**config.mk**
```make
export PLATFORM = sky130hd
export DESIGN_NAME = dma_chan
export DESIGN_NICKNAME = d
export VERILOG_FILES = /design/src/rtl/dma_pkg.sv /design/src/rtl/dma_phase_det.sv /design/src/rtl/dma_chan_regs.sv /design/src/rtl/dma_bus_drv.sv /design/src/rtl/dma_chan.sv
export SDC_FILE = /design/constraint.sdc
export NUM_CORES = 1
export LEC_CHECK = 0
export ABC_AREA = 1
export CAP_MARGIN = 20
export CORE_ASPECT_RATIO = 1.25
export CORE_MARGIN = 10
export CORE_UTILIZATION = 25
export CTS_BUF_LIST = sky130_fd_sc_hd__clkbuf_8
export DETAILED_ROUTE_END_ITERATION = 10
export MAX_ROUTING_LAYER = met4
export PLACE_DENSITY = 0.37
export SLEW_MARGIN = 10
export SYNTH_ARGS = -nofsm -noshare
export SYNTH_HDL_FRONTEND = slang
export SYNTH_SLANG_ARGS = --single-unit
```
**constraint.sdc**
```tcl
create_clock -name clk_i -period 2.4 [get_ports clk_i]
set_input_delay 0.48 -clock clk_i [delete_from_list [all_inputs] [get_ports clk_i]]
set_output_delay 0.48 -clock clk_i [all_outputs]
set_load 0.02 [all_outputs]
```
**src/rtl/dma_pkg.sv**
```systemverilog
package dma_pkg;
  typedef enum logic [1:0] {
    SEL_ADDR = 2'd0,
    SEL_CNT  = 2'd1,
    SEL_CTRL = 2'd2
  } reg_sel_e;

  localparam int unsigned CTRL_EN_BIT   = 0;
  localparam int unsigned CTRL_AUTO_BIT = 1;
endpackage

```
**src/rtl/dma_phase_det.sv**
```systemverilog
module dma_phase_det (
  input  logic clk_i,
  input  logic rst_ni,
  input  logic phi2_i,
  output logic rise_o,
  output logic fall_o
);
  logic phi2_q;

  always_ff @(posedge clk_i or negedge rst_ni) begin
    if (!rst_ni) phi2_q <= 1'b0;
    else         phi2_q <= phi2_i;
  end

  assign rise_o = phi2_i & ~phi2_q;
  assign fall_o = ~phi2_i & phi2_q;
endmodule

```
**src/rtl/dma_chan_regs.sv**
```systemverilog
module dma_chan_regs
  import dma_pkg::*;
#(
  parameter int unsigned ADDR_W = 24,
  parameter int unsigned CNT_W  = 16
) (
  input  logic              clk_i,
  input  logic              rst_ni,
  input  logic              we_i,
  input  logic [1:0]        sel_i,
  input  logic [ADDR_W-1:0] wdata_i,
  input  logic              step_i,
  output logic [ADDR_W-1:0] cur_addr_o,
  output logic              en_o,
  output logic              tc_o
);
  logic [ADDR_W-1:0] base_addr_q, cur_addr_q;
  logic [CNT_W-1:0]  base_cnt_q, cur_cnt_q;
  logic              en_q, auto_q, tc_q;
  logic              at_end;

  assign at_end = (cur_cnt_q == '0);

  always_ff @(posedge clk_i or negedge rst_ni) begin
    if (!rst_ni) begin
      base_addr_q <= '0;
      cur_addr_q  <= '0;
      base_cnt_q  <= '0;
      cur_cnt_q   <= '0;
      en_q        <= 1'b0;
      auto_q      <= 1'b0;
      tc_q        <= 1'b0;
    end else if (step_i) begin
      if (at_end) begin
        tc_q <= 1'b1;
        if (auto_q) begin
          cur_addr_q <= base_addr_q;
          cur_cnt_q  <= base_cnt_q;
        end else begin
          cur_addr_q <= cur_addr_q + 1'b1;
          cur_cnt_q  <= cur_cnt_q - 1'b1;
          en_q       <= 1'b0;
        end
      end else begin
        cur_addr_q <= cur_addr_q + 1'b1;
        cur_cnt_q  <= cur_cnt_q - 1'b1;
      end
    end else if (we_i) begin
      if (en_q) begin
        // only a disable gets through while active
        if (sel_i == SEL_CTRL && !wdata_i[CTRL_EN_BIT]) en_q <= 1'b0;
      end else begin
        unique case (sel_i)
          SEL_ADDR: begin
            base_addr_q <= wdata_i;
            cur_addr_q  <= wdata_i;
          end
          SEL_CNT: begin
            base_cnt_q <= wdata_i[CNT_W-1:0];
            cur_cnt_q  <= wdata_i[CNT_W-1:0];
          end
          SEL_CTRL: begin
            en_q   <= wdata_i[CTRL_EN_BIT];
            auto_q <= wdata_i[CTRL_AUTO_BIT];
            tc_q   <= 1'b0;
          end
          default: ;
        endcase
      end
    end
  end

  assign cur_addr_o = cur_addr_q;
  assign en_o       = en_q;
  assign tc_o       = tc_q;
endmodule

```
**src/rtl/dma_bus_drv.sv**
```systemverilog
module dma_bus_drv #(
  parameter int unsigned ADDR_W = 24
) (
  input  logic              clk_i,
  input  logic              rst_ni,
  input  logic              grant_i,
  input  logic              fall_i,
  input  logic [ADDR_W-1:0] cur_addr_i,
  output logic              xfer_o,
  output logic [ADDR_W-1:0] addr_o
);
  logic              xfer_q;
  logic [ADDR_W-1:0] out_q;

  always_ff @(posedge clk_i or negedge rst_ni) begin
    if (!rst_ni) begin
      xfer_q <= 1'b0;
      out_q  <= '0;
    end else if (grant_i) begin
      xfer_q <= 1'b1;
      out_q  <= cur_addr_i;
    end else if (fall_i) begin
      xfer_q <= 1'b0;
    end
  end

  assign xfer_o = xfer_q;
  assign addr_o = out_q;
endmodule

```
**src/rtl/dma_chan.sv**
```systemverilog
module dma_chan #(
  parameter int unsigned ADDR_W = 24,
  parameter int unsigned CNT_W  = 16
) (
  input  logic              clk_i,
  input  logic              rst_ni,
  input  logic              reg_we_i,
  input  logic [1:0]        reg_sel_i,
  input  logic [ADDR_W-1:0] reg_wdata_i,
  input  logic              phi2_i,
  input  logic              free_i,
  input  logic              dreq_i,
  output logic              busreq_o,
  output logic              dack_o,
  output logic [ADDR_W-1:0] addr_o,
  output logic              addr_oe_o,
  output logic              tc_o
);
  logic              rise, fall, en, xfer, grant;
  logic [ADDR_W-1:0] cur_addr;

  dma_phase_det u_phase (
    .clk_i  (clk_i),
    .rst_ni (rst_ni),
    .phi2_i (phi2_i),
    .rise_o (rise),
    .fall_o (fall)
  );

  dma_chan_regs #(.ADDR_W(ADDR_W), .CNT_W(CNT_W)) u_regs (
    .clk_i      (clk_i),
    .rst_ni     (rst_ni),
    .we_i       (reg_we_i),
    .sel_i      (reg_sel_i),
    .wdata_i    (reg_wdata_i),
    .step_i     (fall & xfer),
    .cur_addr_o (cur_addr),
    .en_o       (en),
    .tc_o       (tc_o)
  );

  assign grant = rise & en & dreq_i & free_i & ~xfer;

  dma_bus_drv #(.ADDR_W(ADDR_W)) u_bus (
    .clk_i      (clk_i),
    .rst_ni     (rst_ni),
    .grant_i    (grant),
    .fall_i     (fall),
    .cur_addr_i (cur_addr),
    .xfer_o     (xfer),
    .addr_o     (addr_o)
  );

  assign addr_oe_o = xfer;
  assign dack_o    = xfer;
  assign busreq_o  = en & dreq_i;
endmodule

```
== Word level (Yosys, flattened, before mapping) ==
Cells that the tools add are included.

* Eq/ne operators: 5
* Mux-type cells: 26
* Reduce and logical (&&, ||, !) cells: 16
* Bitwise operators: 13
* Add/subtract/negate cells: 2

{| class="wikitable"
|+ Operators by type and width
! cell !! count
|-
| $mux 24 || 6
|-
| $mux 16 || 6
|-
| $add 24x1->24 const B || 1
|-
| $logic_not 16->1 || 1
|-
| $reduce_and 4->1 || 4
|-
| $sub 16x1->16 const B || 1
|-
| $mux 1 || 14
|-
| $reduce_bool 2->1 || 5
|-
| $reduce_and 3->1 || 3
|-
| $and 1x1->1 || 8
|-
| $not 1->1 || 5
|-
| $ne 2x2->1 const B || 2
|-
| $eq 2x1->1 const B || 1
|-
| $eq 2x2->1 const B || 1
|-
| $logic_not 2->1 || 1
|-
| $ne 2x1->1 const B || 1
|-
| $logic_and 1x1->1 || 1
|-
| $logic_not 1->1 || 1
|}

* Register bits after elaboration: 109
* Input port bits: 32
* Output and inout port bits: 28
* Logic and storage cells: 72

== Depth between registers and ports, before layout ==
Gate-level depths: netlist (run 1).

* Word-level depth: 7
* Gate-level depth with buffers: 12
* Depth with buffers taken out: 11

== Cells and area by module ==
Synthesis (run 1) repeated with hierarchy kept, for this count alone.

* Cell total of the unflattened synthesis: 853
* Area, all modules: 6218.5 µm²

{| class="wikitable"
|+ By module, submodules not included
! module !! area each (µm²) !! cells an instance !! instances !! seq. area each (µm²)
|-
| dma_chan_regs || 5129.9 || 734 || 1 || 2077.0
|-
| dma_bus_drv || 1006.0 || 106 || 1 || 625.6
|-
| dma_chan || 42.5 || 8 || 1 || 0.0
|-
| dma_phase_det || 40.0 || 5 || 1 || 25.0
|}

== Least setup slack after synthesis (run 1) ==
Ideal clock, no wire load.

* Path type: reg-to-reg
* Start point: register u_regs.cur_cnt_q[0]
* End point: register u_regs.cur_addr_q[3] (netlist: u_regs.cur_addr_o[3])
* Path buffers: 1
* Data arrival time: 1.600 ns
* Library setup time: 0.118 ns
* Period minus slack after synthesis: 1.718 ns
* Setup slack: 0.682 ns
* Stages on the path, launching flop included: 13
* Data required time: 2.282 ns
* Path through: dfrtp_1 -> inv_1 -> ha_1 -> nand2_2 -> nor2_4 -> nand3_4 -> nor2_8 -> nand2_4 -> buf_6 -> nor2_2 -> nor2_1 -> o21bai_1 -> inv_1

* Word-level cells in the longest chain between the ends: 3

{| class="wikitable"
|+ Ends and longest elaborated chain
! what !! RTL line !! source
|-
| start: declaration || dma_chan_regs.sv:18 || <nowiki>logic [CNT_W-1:0] base_cnt_q, cur_cnt_q;</nowiki>
|-
| start signal: assignment || dma_chan_regs.sv:38 || <nowiki>cur_cnt_q <= base_cnt_q;</nowiki>
|-
| start signal: assignment || dma_chan_regs.sv:41 || <nowiki>cur_cnt_q <= cur_cnt_q - 1'b1;</nowiki>
|-
| start signal: assignment || dma_chan_regs.sv:46 || <nowiki>cur_cnt_q <= cur_cnt_q - 1'b1;</nowiki>
|-
| $logic_not 16->1 || dma_chan_regs.sv:22 || <nowiki>assign at_end = (cur_cnt_q == '0);</nowiki>
|-
| $mux 24 || dma_chan_regs.sv:34 || <nowiki>if (at_end) begin</nowiki>
|-
| $mux 24 || dma_chan_regs.sv:33 || <nowiki>end else if (step_i) begin</nowiki>
|-
| end signal: assignment || dma_chan_regs.sv:37 || <nowiki>cur_addr_q <= base_addr_q;</nowiki>
|-
| end signal: assignment || dma_chan_regs.sv:40 || <nowiki>cur_addr_q <= cur_addr_q + 1'b1;</nowiki>
|-
| end signal: assignment || dma_chan_regs.sv:45 || <nowiki>cur_addr_q <= cur_addr_q + 1'b1;</nowiki>
|-
| end: declaration || dma_chan_regs.sv:17 || <nowiki>logic [ADDR_W-1:0] base_addr_q, cur_addr_q;</nowiki>
|}

Every way passes these cells.
A chain may end at the register's enable or synchronous reset.

== Final worst setup path (run 1) ==
* Start point: register u_regs.cur_cnt_q[0]
* End point: register u_regs.cur_cnt_q[7]

* Word-level cells in the longest chain between the ends: 4
* Elaborated cells on any way between the ends: 5

{| class="wikitable"
|+ Ends and longest elaborated chain
! what !! RTL line !! source
|-
| $sub 16x1->16 || dma_chan_regs.sv:41, dma_chan_regs.sv:46 ||
|-
| $mux 16 || dma_chan_regs.sv:36 || <nowiki>if (auto_q) begin</nowiki>
|-
| $mux 16 (*) || dma_chan_regs.sv:34 ||
|-
| $mux 16 (*) || dma_chan_regs.sv:33 ||
|}

Every way passes the cells marked *; elsewhere a longest branch is shown, timed or not.

==> impl_metrics.json, run 1 <==
{
  "slew_headroom": 0.642,
  "post_cts_buffers": 0,
  "met2_usage": 0.225,
  "end_kind": "flop",
  "r2r-end": "u_regs.cur_cnt_q[7]",
  "worst_ep_arrival_time_ps": 2490,
  "syn_nets": 841,
  "grt_use_met3": 0.0185,
  "synth_area_sq_um": 5970,
  "grt_busiest_layer": "met2",
  "vias_per_cell": 4.46,
  "clk_path_buf_depth": 2,
  "rrSetupSlack_ps": 250,
  "peakVddDrop_v": 0.000264,
  "synth.distinct_cells": 35,
  "die_x_um": 158,
  "rows": 63,
  "track_usage": 0.134,
  "core-area_sq_um": 23600,
  "status": "finished, final reports clean",
  "holdBufCountCts": 0,
  "startpoint": "u_regs.cur_cnt_q[0]",
  "path_clk_slew_ps": 120,
  "rr_startpoint": "u_regs.cur_cnt_q[0]",
  "num_antenna_cells": 0,
  "root_buffer": "clkbuf_8",
  "grt_antenna_before_repair": 0,
  "firstDrtPassIters": 5,
  "period_share": 0.898,
  "fin_skew_ps": 15.9,
  "vias": 5201,
  "comb_power_share": 0.353,
  "slew_viol_final": 0,
  "port_buffers": 59,
  "hold_class": "in -> async",
  "cap_violations": 0,
  "cpPeakStageDelay_ps": 440,
  "cp.required_ps": 2730,
  "wl_per_cell_um": 16.6,
  "worst_skew_pair.late_latency_ps": 400,
  "cts_buffers": 9,
  "drc": 0,
  "drtIter0Drc": 270,
  "rsz0062_at_grt": "no",
  "worstSetupPathType": "reg -> reg",
  "period_needed_ps": 2150,
  "postSynth.asyncResetShare": 1.00,
  "dieArea_sq_um": 30500,
  "crit_path_top_delay_cell": "dfrtp_1",
  "switchingPower_uw": 2460,
  "path_max_fanout": 31,
  "cts_tree": "yes",
  "cts.sinks": 109,
  "htree_levels": 3,
  "synth_cells": 807,
  "finalNetCount": 902,
  "grt_first_pass_wirelength_um": 30600,
  "gp_congestion": 0.815,
  "finalSetupViolCount": 0,
  "startpoint_type": "flop",
  "synth_edf_count": 0,
  "syn_to_final_growth_pct": 21.1,
  "crit_path_end": "u_regs.cur_cnt_q[7]",
  "grt-ovfl-total": 0,
  "post_synth.cell_area_avg_sq_um": 7.40,
  "yosysWarnings": 0,
  "cts_resized": 0,
  "die_h_um": 193,
  "ant_nets": 0,
  "tightest_slew_ps": 536,
  "reg2reg_depth": 11,
  "p_int_uw": 3890,
  "worstPathCellList": "inv_1 -> ha_1 -> nand2_2 -> nor2_4 -> nand3_4 -> nor2_8 -> nand2_4 -> buf_4 -> nand2_1 -> nand3_1 -> a21oi_1",
  "dp_hpwl_um": 14600,
  "cellPowerDensity_nw_per_um2": 876,
  "synth_ff_type": "dfrtp_1",
  "total_power_uw": 6340,
  "sw_frac_of_total": 0.387,
  "yosysSeqAreaShare": 0.457,
  "finalSetupTns_ps": 0,
  "ys_ff_latch": 109,
  "p_seq_frac": 0.454,
  "drt-total-wl_um": 19300,
  "max_freq_ghz": 0.464,
  "clkPwrFrac": 0.193,
  "hold_viol_final": 0,
  "start_util": 0.253,
  "drive_above_1_share": 0.0767,
  "grt_pass1_vias": 5264,
  "use_met1": 0.166,
  "grt_max_degree": 50,
  "ios": 60,
  "p_leak_uw": 0.00347
}
layout by cell type, fill, tap and decap left out, types with 6 or more instances in the layout:
master           instances
o21ai_1                  6
a21oi_1                 32
clkdlybuf4s50_1         58
inv_1                  111
xor2_1                  19
buf_12                   8
nand4_1                  6
dfrtp_1                109
nor2_1                 112
o22ai_1                 11
nand3_1                 41
clkbuf_8                10
mux2_2                  11
o21ai_0                 73
nand2_1                211
buf_4                   15
cell families (layout without fill, tap and decap cells):
kind of cell	count (synthesis)	after routing	synth area share
AOI/OAI and AO/OA	127	127	0.111
xor gates and xnor gates	23	23	0.0337
adders and majority gates	2	2	0.00419
buffers and inverters	146	212	0.0999
DFF	109	109	0.457
muxes	13	13	0.0245
and+or+nand+nor	387	387	0.271
flip-flops by register name, indices dropped and copies added (netlist names):
| register | flops |
|---|---|
| u_bus.addr_o | 24 |
| u_bus.xfer_o | 1 |
| u_phase.phi2_q | 1 |
| u_regs.auto_q | 1 |
| u_regs.base_addr_q | 24 |
| u_regs.base_cnt_q | 16 |
| u_regs.cur_addr_o | 24 |
| u_regs.cur_cnt_q | 16 |
| u_regs.en_o | 1 |
| u_regs.tc_o | 1 |
worst max-delay path, delay by kind of cell (launching register included):
family	cells	cell delay, ps
AO/OA/AOI/OAI	1	130
buffers and inverters	2	350
flip-flops	1	440
adder cells (fa/ha/maj)	1	210
AND/OR/NAND/NOR	7	950
layout make-up:
cell class / count / area, sq um
multi-input cells: 552 / 2650
flip-flops and latches: 109 / 2730
fillers: 2644 / 16400
clock buffers: 10 / 138
clock inverters: 6 / 71.3
well taps: 292 / 365
inverters: 115 / 432
repair buffers: 81 / 853
Yosys cell counts (2+ instances only):
master / count / area share
a21oi_1: 32 / 0.027
buf_1: 2 / 0.0013
buf_2: 6 / 0.0050
buf_4: 3 / 0.0038
buf_6: 4 / 0.0075
clkbuf_1: 16 / 0.010
dfrtp_1: 109 / 0.46
ha_1: 2 / 0.0042
inv_1: 111 / 0.070
inv_2: 4 / 0.0025
mux2_1: 2 / 0.0038
mux2_2: 11 / 0.021
nand2_1: 211 / 0.13
nand3_1: 41 / 0.034
nand4_1: 6 / 0.0063
nor2_1: 112 / 0.070
nor2_2: 3 / 0.0031
nor2_4: 4 / 0.0075
nor3_1: 2 / 0.0017
o21ai_0: 73 / 0.061
o21ai_1: 6 / 0.0050
o21bai_1: 3 / 0.0038
o22ai_1: 11 / 0.012
xnor2_1: 4 / 0.0059
xor2_1: 19 / 0.028
power groups by stage:
| stage | Combinational, uW | Sequential (uW) | Clock [uW] |
|---|---|---|---|
| global route | 2520 | 2970 | 1370 |
| floorplan | 1190 | 3000 | 0 |
| finish | 2240 | 2880 | 1230 |
| global placement | 2280 | 2930 | 0 |
| detailed placement | 2270 | 2930 | 0 |
| CTS | 2280 | 2890 | 1290 |
metrics by stage:
step | instance area [sq um] | hold slack (ps) | setup WS, ps | util | std cells
final | 7240 | 13.1 | 246 | 0.306 | 1165
after global routing | 7240 | 32.0 | 11.8 | 0.306 | 1165
after global placement | 7030 | 466 | 189 | 0.297 | 1149
after floorplan | 5970 | 184 | 682 | - | 807
after detailed placement | 7030 | 472 | 149 | 0.297 | 1149
after CTS | 7240 | 14.3 | 221 | 0.306 | 1165
metal layers:
layer | wire [um] | up-vias
met5 | 0 | -
met4 | 197 | 0
met3 | 461 | 13
met2 | 9590 | 76
met1 | 9090 | 2470
li1 | - | 2642
worst min path at each step:
stage | cells after the start | start | end
floorplan | 0 | rst_ni | u_bus.addr_o[0]
detailed placement | 1 | rst_ni | u_regs.cur_addr_o[22]
global placement | 1 | rst_ni | u_regs.base_addr_q[22]
global route | 1 | rst_ni | u_regs.base_addr_q[22]
CTS | 1 | rst_ni | u_regs.base_addr_q[22]
finish | 1 | rst_ni | u_regs.base_addr_q[22]
Power figures use the tool's default switching activity.
==> inputs of run 2 (changes only) <==
- CORE_MARGIN: 10 -> default
==> impl_metrics.json, run 2 (synthesis gave the netlist of run 1 again) <==
{
  "r2r-end": "u_regs.cur_addr_o[14]",
  "cts_buffers": 9,
  "final_common_cell": "nand2_1",
  "tightest_slew_ps": 593,
  "die_h_um": 175,
  "post_cts_buffers": 0,
  "crit_path_end": "busreq_o",
  "vias": 5229,
  "track_usage": 0.165,
  "grt_max_degree": 42,
  "rr_startpoint": "u_regs.cur_addr_o[0]",
  "comb_power_share": 0.349,
  "p_int_uw": 3870,
  "hold_class": "in -> async",
  "wl_met2_um": 9280,
  "holdBufCountCts": 0,
  "grt_first_pass_wirelength_um": 30200,
  "clk_path_buf_depth": 2,
  "worstSetupPathType": "in -> out",
  "slew_viol_final": 0,
  "grt_pass1_vias": 5336,
  "fin_skew_ps": 16.3,
  "wl_met1_um": 8610,
  "root_buffer": "clkbuf_8",
  "start_util": 0.258,
  "finalSetupTns_ps": 0,
  "vias_per_cell": 4.53,
  "drive_above_1_share": 0.0704,
  "firstDrtPassIters": 5,
  "final_area_sq_um": 7170,
  "cts_tree": "yes",
  "layout_common_cells": "211 x nand2_1, 112 x nor2_1, 111 x inv_1",
  "drtIter0Drc": 242,
  "switchingPower_uw": 2460,
  "wl_per_cell_um": 16.0,
  "p_leak_uw": 0.00343,
  "syn_to_final_growth_pct": 20.1,
  "cellPowerDensity_nw_per_um2": 882,
  "dieArea_sq_um": 24500,
  "cts.sinks": 109,
  "total_power_uw": 6330,
  "peakVddDrop_v": 0.000250,
  "ant_nets": 0,
  "clkPwrFrac": 0.193,
  "worst_ep_arrival_time_ps": 1650,
  "gp_congestion": 0.836,
  "finalSetupViolCount": 0,
  "max_freq_ghz": 0.470,
  "startpoint_type": "input port",
  "highest_layer": "met4",
  "period_needed_ps": 2130,
  "cap_violations": 0,
  "period_share": 0.887,
  "hold_viol_final": 0,
  "path_clk_slew_ps": 120,
  "postPlaceCellArea_sq_um": 6970,
  "path_max_fanout": 2,
  "reg2reg_depth": 9,
  "finalNetCount": 896,
  "sw_frac_of_total": 0.389,
  "drt-total-wl_um": 18500,
  "startpoint": "dreq_i",
  "dp_hpwl_um": 14000,
  "grt_antenna_before_repair": 0,
  "wl_met3_um": 459,
  "end_kind": "output pin",
  "slew_headroom": 0.605,
  "ios": 60,
  "port_buffers": 59,
  "status": "finished, final reports clean",
  "die_x_um": 140,
  "drc": 0,
  "cts_resized": 0,
  "stdcell_count": 1155,
  "core-area_sq_um": 23200,
  "dp.cells": 1139,
  "cp.required_ps": 1920,
  "worst_skew_pair.late_latency_ps": 390,
  "rsz0062_at_grt": "no",
  "p_seq_frac": 0.458,
  "rrSetupSlack_ps": 330,
  "rows": 62,
  "grt-ovfl-total": 0,
  "num_antenna_cells": 0,
  "htree_levels": 3
}
## run 2: how the worst min path moves through the flow
stage	end	slack, ps	cells after the start
6_report	u_regs.base_cnt_q[11]	70	1
5_1_grt	u_regs.base_cnt_q[11]	80	1
4_1_cts	u_regs.base_cnt_q[15]	70	1
3_5_place_dp	u_bus.addr_o[21]	470	2
3_3_place_gp	u_regs.base_addr_q[2]	470	2
2_1_floorplan	u_bus.addr_o[0]	180	0
## run 2: layout make-up
cell class	count	area [sq um]
Clock inverter	6	70.1
Multi-Input combinational cell	552	2650
Sequential cell	109	2730
Clock buffer	10	138
Inverter	115	432
Timing Repair Buffer	75	796
Fill cell	2519	16000
Tap cell	288	360
## run 2: per-layer routing
metal	vias up	GRT usage
li1	2622	-
met1	2516	0.210
met2	79	0.278
met3	12	0.0197
met4	0	0.0435
met5	-	-
## run 2: critical path: stages
cell and delay, ps:
clkdlybuf4s50_1 450, nand2_1 60, inv_2 60, clkdlybuf4s50_1 590
## run 2: power groups by stage
stage,Sequential (uW),Combinational [uW],Clock [uW]
finish,2900,2210,1220
global placement,2940,2230,0
CTS,2910,2240,1260
floorplan,3000,1190,0
global route,2990,2520,1310
detailed placement,2950,2230,0
## run 2: through the flow
| stage | hold slack [ps] | utilization | setup slack, ps |
|---|---|---|---|
| finish | 65.3 | 0.309 | 272 |
| global placement | 470 | 0.300 | 259 |
| detailed placement | 473 | 0.300 | 236 |
| CTS | 75.0 | 0.309 | 260 |
| floorplan | 184 | - | 682 |
| global route | 84.7 | 0.309 | 76.2 |
